$ cat src/rtl/idle_ctl_pkg.sv
package idle_ctl_pkg;
  typedef enum logic [1:0] {
    ST_RUN  = 2'd0,
    ST_HALT = 2'd1,
    ST_SLOW = 2'd2
  } idle_st_e;
endpackage

$ cat src/rtl/idle_divcnt.sv
module idle_divcnt #(
  parameter int CODE_W    = 2,
  parameter int CNT_W     = 7,
  parameter int BASE_LOG2 = 4
) (
  input  logic              clk,
  input  logic              rst_n,
  input  logic              run_i,
  input  logic [CODE_W-1:0] code_i,
  output logic              tick_o
);
  localparam int TOP_SH = CNT_W - BASE_LOG2;

  logic [CNT_W-1:0] cnt_q, cnt_d, limit;

  // limit = n-1 = 2^(BASE_LOG2+code) - 1
  always_comb begin
    limit = {CNT_W{1'b1}} >> (TOP_SH - int'(code_i));
  end

  assign tick_o = run_i && (cnt_q == limit);

  always_comb begin
    if (!run_i)      cnt_d = '0;
    else if (tick_o) cnt_d = '0;
    else             cnt_d = cnt_q + 1'b1;
  end

  always_ff @(posedge clk or negedge rst_n) begin
    if (!rst_n) cnt_q <= '0;
    else        cnt_q <= cnt_d;
  end

  assert_cnt_bound_R5: assert property (@(posedge clk) disable iff (!rst_n)
    run_i |-> (cnt_q <= limit));
  assert_tick_wrap_R5: assert property (@(posedge clk) disable iff (!rst_n)
    tick_o |=> (cnt_q == '0));
endmodule

$ cat src/rtl/idle_wake.sv
module idle_wake #(
  parameter int NIRQ = 4
) (
  input  logic            clk,
  input  logic            rst_n,
  input  logic            arm_i,
  input  logic [NIRQ-1:0] irq_i,
  input  logic [NIRQ-1:0] mask_i,
  output logic            wake_now_o,
  output logic            pend_o
);
  logic pend_q, pend_d;

  assign wake_now_o = |(irq_i & ~mask_i);
  assign pend_o     = pend_q;

  always_comb begin
    if (arm_i) pend_d = pend_q | wake_now_o;
    else       pend_d = 1'b0;
  end

  always_ff @(posedge clk or negedge rst_n) begin
    if (!rst_n) pend_q <= 1'b0;
    else        pend_q <= pend_d;
  end

  assert_mask_blocks_R4: assert property (@(posedge clk) disable iff (!rst_n)
    (arm_i && ((irq_i & ~mask_i) == '0) && !pend_q) |=> !pend_q);
  assert_pend_sticky_R7: assert property (@(posedge clk) disable iff (!rst_n)
    (arm_i && pend_q) |=> (pend_q || !arm_i));
endmodule

$ cat src/rtl/idle_clk_ctl.sv
module idle_clk_ctl
  import idle_ctl_pkg::*;
#(
  parameter int NIRQ      = 4,
  parameter int CODE_W    = 2,
  parameter int CNT_W     = 7,
  parameter int BASE_LOG2 = 4,
  parameter int NCE       = 3
) (
  input  logic              clk,
  input  logic              rst_n,
  input  logic              idle_req_i,
  input  logic              idle_slow_i,
  input  logic [CODE_W-1:0] idle_code_i,
  input  logic [NIRQ-1:0]   irq_i,
  input  logic [NIRQ-1:0]   irq_mask_i,
  input  logic              dma_req_i,
  output logic              core_ce_o,
  output logic [NCE-1:0]    aux_ce_o,
  output logic              idle_o,
  output logic              dma_gnt_o
);
  idle_st_e          st_q, st_d;
  logic [CODE_W-1:0] code_q, code_d;
  logic              gnt_q;
  logic              tick, wake_now, pend;

  idle_divcnt #(.CODE_W(CODE_W), .CNT_W(CNT_W), .BASE_LOG2(BASE_LOG2)) u_div (
    .clk    (clk),
    .rst_n  (rst_n),
    .run_i  (st_q == ST_SLOW),
    .code_i (code_q),
    .tick_o (tick)
  );

  idle_wake #(.NIRQ(NIRQ)) u_wake (
    .clk        (clk),
    .rst_n      (rst_n),
    .arm_i      (st_q == ST_SLOW),
    .irq_i      (irq_i),
    .mask_i     (irq_mask_i),
    .wake_now_o (wake_now),
    .pend_o     (pend)
  );

  // next state
  always_comb begin
    st_d   = st_q;
    code_d = code_q;
    case (st_q)
      ST_RUN: begin
        if (idle_req_i) begin
          st_d   = idle_slow_i ? ST_SLOW : ST_HALT;
          code_d = idle_code_i;
        end
      end
      ST_HALT: if (wake_now) st_d = ST_RUN;
      ST_SLOW: if (tick && (pend || wake_now)) st_d = ST_RUN;
      default: st_d = ST_RUN;
    endcase
  end

  // registers
  always_ff @(posedge clk or negedge rst_n) begin
    if (!rst_n) begin
      st_q   <= ST_RUN;
      code_q <= '0;
      gnt_q  <= 1'b0;
    end else begin
      st_q   <= st_d;
      code_q <= code_d;
      gnt_q  <= dma_req_i;
    end
  end

  always_comb begin
    case (st_q)
      ST_RUN:  core_ce_o = 1'b1;
      ST_SLOW: core_ce_o = tick;
      default: core_ce_o = 1'b0;
    endcase
  end

  for (genvar gi = 0; gi < NCE; gi++) begin : g_aux
    assign aux_ce_o[gi] = core_ce_o;
  end

  assign idle_o    = (st_q != ST_RUN);
  assign dma_gnt_o = gnt_q;

  assert_halt_off_R2: assert property (@(posedge clk) disable iff (!rst_n)
    (st_q == ST_HALT) |-> !core_ce_o);
  assert_std_wake_R3: assert property (@(posedge clk) disable iff (!rst_n)
    (st_q == ST_HALT && wake_now) |=> (core_ce_o && !idle_o));
  assert_slow_hold_R7: assert property (@(posedge clk) disable iff (!rst_n)
    (st_q == ST_SLOW && !tick) |=> idle_o);
  assert_dma_grant_R8: assert property (@(posedge clk) disable iff (!rst_n)
    dma_req_i |=> dma_gnt_o);
  assert_code_hold_R10: assert property (@(posedge clk) disable iff (!rst_n)
    (st_q != ST_RUN) |=> $stable(code_q));
  assert_req_ignored_R9: assert property (@(posedge clk) disable iff (!rst_n)
    (st_q == ST_HALT && !wake_now && idle_req_i) |=> (st_q == ST_HALT));
endmodule

$ cat config.mk
export PLATFORM = sky130hd
export DESIGN_NAME = idle_clk_ctl
export DESIGN_NICKNAME = d
export VERILOG_FILES = /design/src/rtl/idle_ctl_pkg.sv /design/src/rtl/idle_divcnt.sv /design/src/rtl/idle_wake.sv /design/src/rtl/idle_clk_ctl.sv
export SDC_FILE = /design/constraint.sdc
export NUM_CORES = 1
export LEC_CHECK = 0
export ABC_AREA = 1
export BUFFER_PORTS_ARGS = -buffer_cell sky130_fd_sc_hd__buf_4
export CORE_UTILIZATION = 45
export DETAILED_ROUTE_END_ITERATION = 10
export GPL_ROUTABILITY_DRIVEN = 0
export GPL_TIMING_DRIVEN = 1
export PLACE_DENSITY = 0.71
export SYNTH_ARGS = -nofsm -noshare
export SYNTH_HDL_FRONTEND = slang
export SYNTH_SLANG_ARGS = --single-unit
$ cat constraint.sdc
create_clock -name clk -period 3.7 [get_ports clk]
set_input_delay 0.37 -clock clk [delete_from_list [all_inputs] [get_ports clk]]
set_output_delay 0.37 -clock clk [all_outputs]
set_load 0.005 [all_outputs]
-- Word level (Yosys, flattened, before mapping)
Cells that the tools add are included.
- register bits after elaboration: 13
- reductions and logical operators: 8
- bitwise gates (word level): 3
- $add $sub $neg: 2
- equal/unequal tests: 6
- multiplexer cells: 9
- shifts and indexed selects: 1
- operators with widths (kind ; count):
    >> shifter 7 x 32 -> 7 bit, first input constant ; 1
    two-way mux 7 bit ; 2
    two-way mux 2 bit ; 4
    adder 7 x 1 -> 7 bit, second input constant ; 1
    == test 7 bit ; 1
    one-hot mux 2 bit (3 select lines) ; 1
    bitwise AND 4 bit ; 1
    != test 2 bit, second input constant ; 2
    inverter 4 bit ; 1
    OR reduction 4 bit ; 1
    AND reduction 3 bit ; 1
    subtractor 2 x 2 -> 3 bit, first input constant ; 1
    == test 2 x 1 -> 1 bit, second input constant ; 1
    == test 2 bit, second input constant ; 1
    logical AND 1 bit ; 2
    zero test 2 bit ; 1
    != test 2 x 1 -> 1 bit, second input constant ; 1
    one-hot mux 1 bit (2 select lines) ; 1
    AND reduction 2 bit ; 1
    nonzero test 2 bit ; 1
    logical OR 1 bit ; 1
    two-way mux 1 bit ; 1
    bitwise OR 1 bit ; 1

-- Depth between registers and ports, before layout
- depth after elaboration: 7
- gate-level depth with buffers: 9

-- Modules after synthesis
A second synthesis with hierarchy kept.
- cell total of the unflattened synthesis: 95
- area total of the unflattened synthesis: 718.2 um^2
- by module, submodules not included (module ; cells an instance ; times used ; area each (um^2)):
    idle_divcnt ; 51 ; 1 ; 384.1
    idle_clk_ctl ; 28 ; 1 ; 245.2
    idle_wake ; 16 ; 1 ; 88.8

-- Least setup slack after synthesis
Ideal clock, no wire load.
- kind: register to output
- start: register u_div.cnt_q[0]
- end: output aux_ce_o[0]
- stages on the path, launching flop included: 7
- required time: 3.330 ns
- slack: 2.222 ns
- buffers on the path: 1
- arrival: 1.108 ns
- path through: dfrtp_1 > ha_1 > nand3_1 > nor2_1 > nand2_2 > nand2_1 > buf_4
- longest elaborated chain between the ends: 3
- ends and longest elaborated chain (what ; RTL line ; source):
    start: declaration ; idle_divcnt.sv:14 ; logic [CNT_W-1:0] cnt_q, cnt_d, limit;
    start signal: assignment ; idle_divcnt.sv:31 ; else cnt_q <= cnt_d;
    == test 7 bit ; idle_divcnt.sv:21 ; assign tick_o = run_i && (cnt_q == limit);
    logical AND 1 bit ; idle_divcnt.sv:21 ;
    one-hot mux 1 bit (2 select lines) ; idle_clk_ctl.sv:77 ; case (st_q)
    end: declaration ; idle_clk_ctl.sv:19 ; output logic [NCE-1:0] aux_ce_o,
Every way passes these cells.

-- Worst setup path after layout
- start: register u_div.cnt_q[0]
- end: output aux_ce_o[2]
The elaborated chain is that of the path after synthesis.

==> results.txt <==
CP required: 3.33 ns
Worst-skew pair later-pin latency: 0.28 ns
Core Area: 0.001506 mm²
Worst Hold Slack: 0.1961 ns
Drt first pass iters: 3
Slew margin rel.: 82.29%
CP delay by family, top: simple AND/OR/NAND/NOR gates
Post-layout min period: 1.862 ns
Clock root cell: clkbuf_4
Status: completed
Seq/Total Area, Yosys: 45.22%
Design Area, Final: 903.4 µm²
Ys Warns: 0
Synth Register Bits: 13
CP max-delay cell: dfrtp_1
Cts repair resizes: 0
Mapped Area: 719.4 µm²
# DRC: 0
Layout cells sized above 1: 26.09%
Non-filler cells, final: 131
Number of port buffers: 20
Initial core utilization: 47.76%
Violation count after the first detailed-route iteration: 3
Crit path launch: u_div.cnt_q[0]
Drt wl/cell: 10.37 µm
Pwr per Cell Area: 588.5 mW/mm²
R2R depth: 8
Leakage power: 0.4712 nW
Most frequent cells in the layout: nand2_1, buf_4, nor2_1
Number of synthesized flops with an enable pin: 0
Setup crit end kind: primary output
Clock Skews: 0.002837 ns
Vias per cell: 4.656
Syn Inst Count: 93
Row count: 14
Ys async rst share: 100.0%
Grt ovf: 0
H-tree levels: 1
Number of global-route vias before repair: 606
Die W: 41.99 µm
Crit Path Max Fanout: 4
Placed cell count: 126
Fillers: 155
Initial antenna violation count: 0
DP HPWL: 1.059 mm
Postcts setup bufs: 0
Full die area: 0.001763 mm²
Syn Area/Cell: 7.736 µm²
Final WL: 1.358 mm
Via count: 610
Die Y: 41.99 µm
Measured slew at the worst slew-check pin: 0.2647 ns
Reg-to-Reg End: st_q[1]
TritonCTS Buffers: 3
Nets@finish: 132
Critical Path End: aux_ce_o[2]
Sum of buffers and inverters on the critical path: 1
Critical path, cell by cell: ha_1 > nand3_1 > nor2_1 > nand2_2 > nand2_1 > buf_4
RSZ-0062 raised after global routing: no
Cell variety after synth: 20
WP depth: 6
Crit path DAT: 1.49 ns
Core Util, Final: 59.97%
Critical Path Start Type: flop
Num ports: 21
Final setup fails: 0
R2R setup slack: 2.39 ns
CTS clk-pin slew, worst paths: 0.08 ns
GR Util All Layers: 18.94%
Hold buffers post-CTS: 1
Max-cap check violation count: 0
Tcrit/Tclk final: 50.33%
Post-synth top flop: dfrtp_1
Commonest non-fill, non-tap cell in the layout: nand2_1
Ant. Diodes: 0
Area delta synth->final: 25.57%
Area of the multi-input gates: 315.3 µm²
Global-route wire length before repair: 2.442 mm
Worst setup path class: reg -> out
Placed cell areas: 867.1 µm²
CTS sink cnt: 13
Reg2reg start: u_div.cnt_q[0]
Fmax: 537.0 MHz
Antenna viol nets, final: 0
CP max stage delay: 0.37 ns
Seq. cell area: 325.3 µm²
Worst hold-check path type: in -> reg
CTS tree: built
Worst-case clock buffer depth: 2
Final max-slew violation count: 0
Post-Syn Nets: 109
Final TNS setup: 0 ns
Maximum vdd ir drop: 0.2968 mV
Final Hold Vio Count: 0
Largest net degree at the start of global routing: 14
flip-flops by register name, indices dropped and copies added, names as in the netlist:
| register | count |
|---|---|
| u_div.cnt_q | 7 |
| code_q | 2 |
| st_q | 2 |
| dma_gnt_o | 1 |
| u_wake.pend_o | 1 |
layout make-up:
type	count	area share [%]
multi-input cells	62	34.90
well taps	16	2.216
flip-flops and latches	13	36.01
clock buffers	4	2.909
inverters	15	6.233
repair buffers	21	17.73
through the flow:
step	worst slack (ns)	total power, W
after floorplan	2.222	0.0003771
after global placement	2.199	0.0004365
after detailed placement	2.137	0.0004479
after CTS	1.826	0.0005390
after global routing	1.706	0.0005816
final	1.838	0.0005317
synth_stat cells, types with 2 or more instances:
cell | instances | area (µm²)
nand2_2 | 2 | 12.51
a21oi_1 | 3 | 15.01
nand3_1 | 5 | 25.02
xor2_1 | 4 | 35.03
buf_4 | 3 | 22.52
inv_1 | 14 | 52.55
nand2_1 | 21 | 78.83
dfrtp_1 | 13 | 325.3
nor2_1 | 17 | 63.81
worst reg2reg max path: stages, from the launching register on:
cell and delay (ns):
dfrtp_1 0.37, ha_1 0.19, nand3_1 0.14, nor2_1 0.16
nand2_2 0.09, nand2_4 0.11, nand2_2 0.05, nand2_1 0.06
nand2_1 0.04
worst min path at each step:
stage / from / to / slack [ns] / cells after the start
after floorplan: rst_n / code_q[0] / 0.07 / 0
after global placement: rst_n / code_q[1] / 0.22 / 1
after detailed placement: rst_n / code_q[0] / 0.22 / 1
after CTS: dma_req_i / dma_gnt_o / 0.19 / 1
after global routing: dma_req_i / dma_gnt_o / 0.18 / 1
final: dma_req_i / dma_gnt_o / 0.20 / 1
logic make-up after synthesis:
kind of cell	Yosys count	share of synthesized area [%]
XOR/XNOR	5	6.087
AO/OA/AOI/OAI	4	2.781
multiplexers	1	1.565
buffers and inverters	18	10.96
adder cells (fa/ha/maj)	1	1.739
AND/OR/NAND/NOR	51	31.65
flip-flops	13	45.22
power by group:
group,internal (W),switching (W)
registers,0.000177,0.0000333
logic,0.000109,0.000123
clock network,0.0000418,0.0000470
per-layer routing:
layer | vias up | share of wire [%] | wire length, µm | global-route usage, %
li1 | 317 | - | - | -
met3 | 4 | 4.6 | 62 | 5.172
met4 | 0 | 2.0 | 27 | 12.90
met5 | - | 0 | 0 | 0
met1 | 276 | 42 | 577 | 21.35
met2 | 13 | 51 | 691 | 30.94
Note: power is estimated with default switching activity, not from simulation.
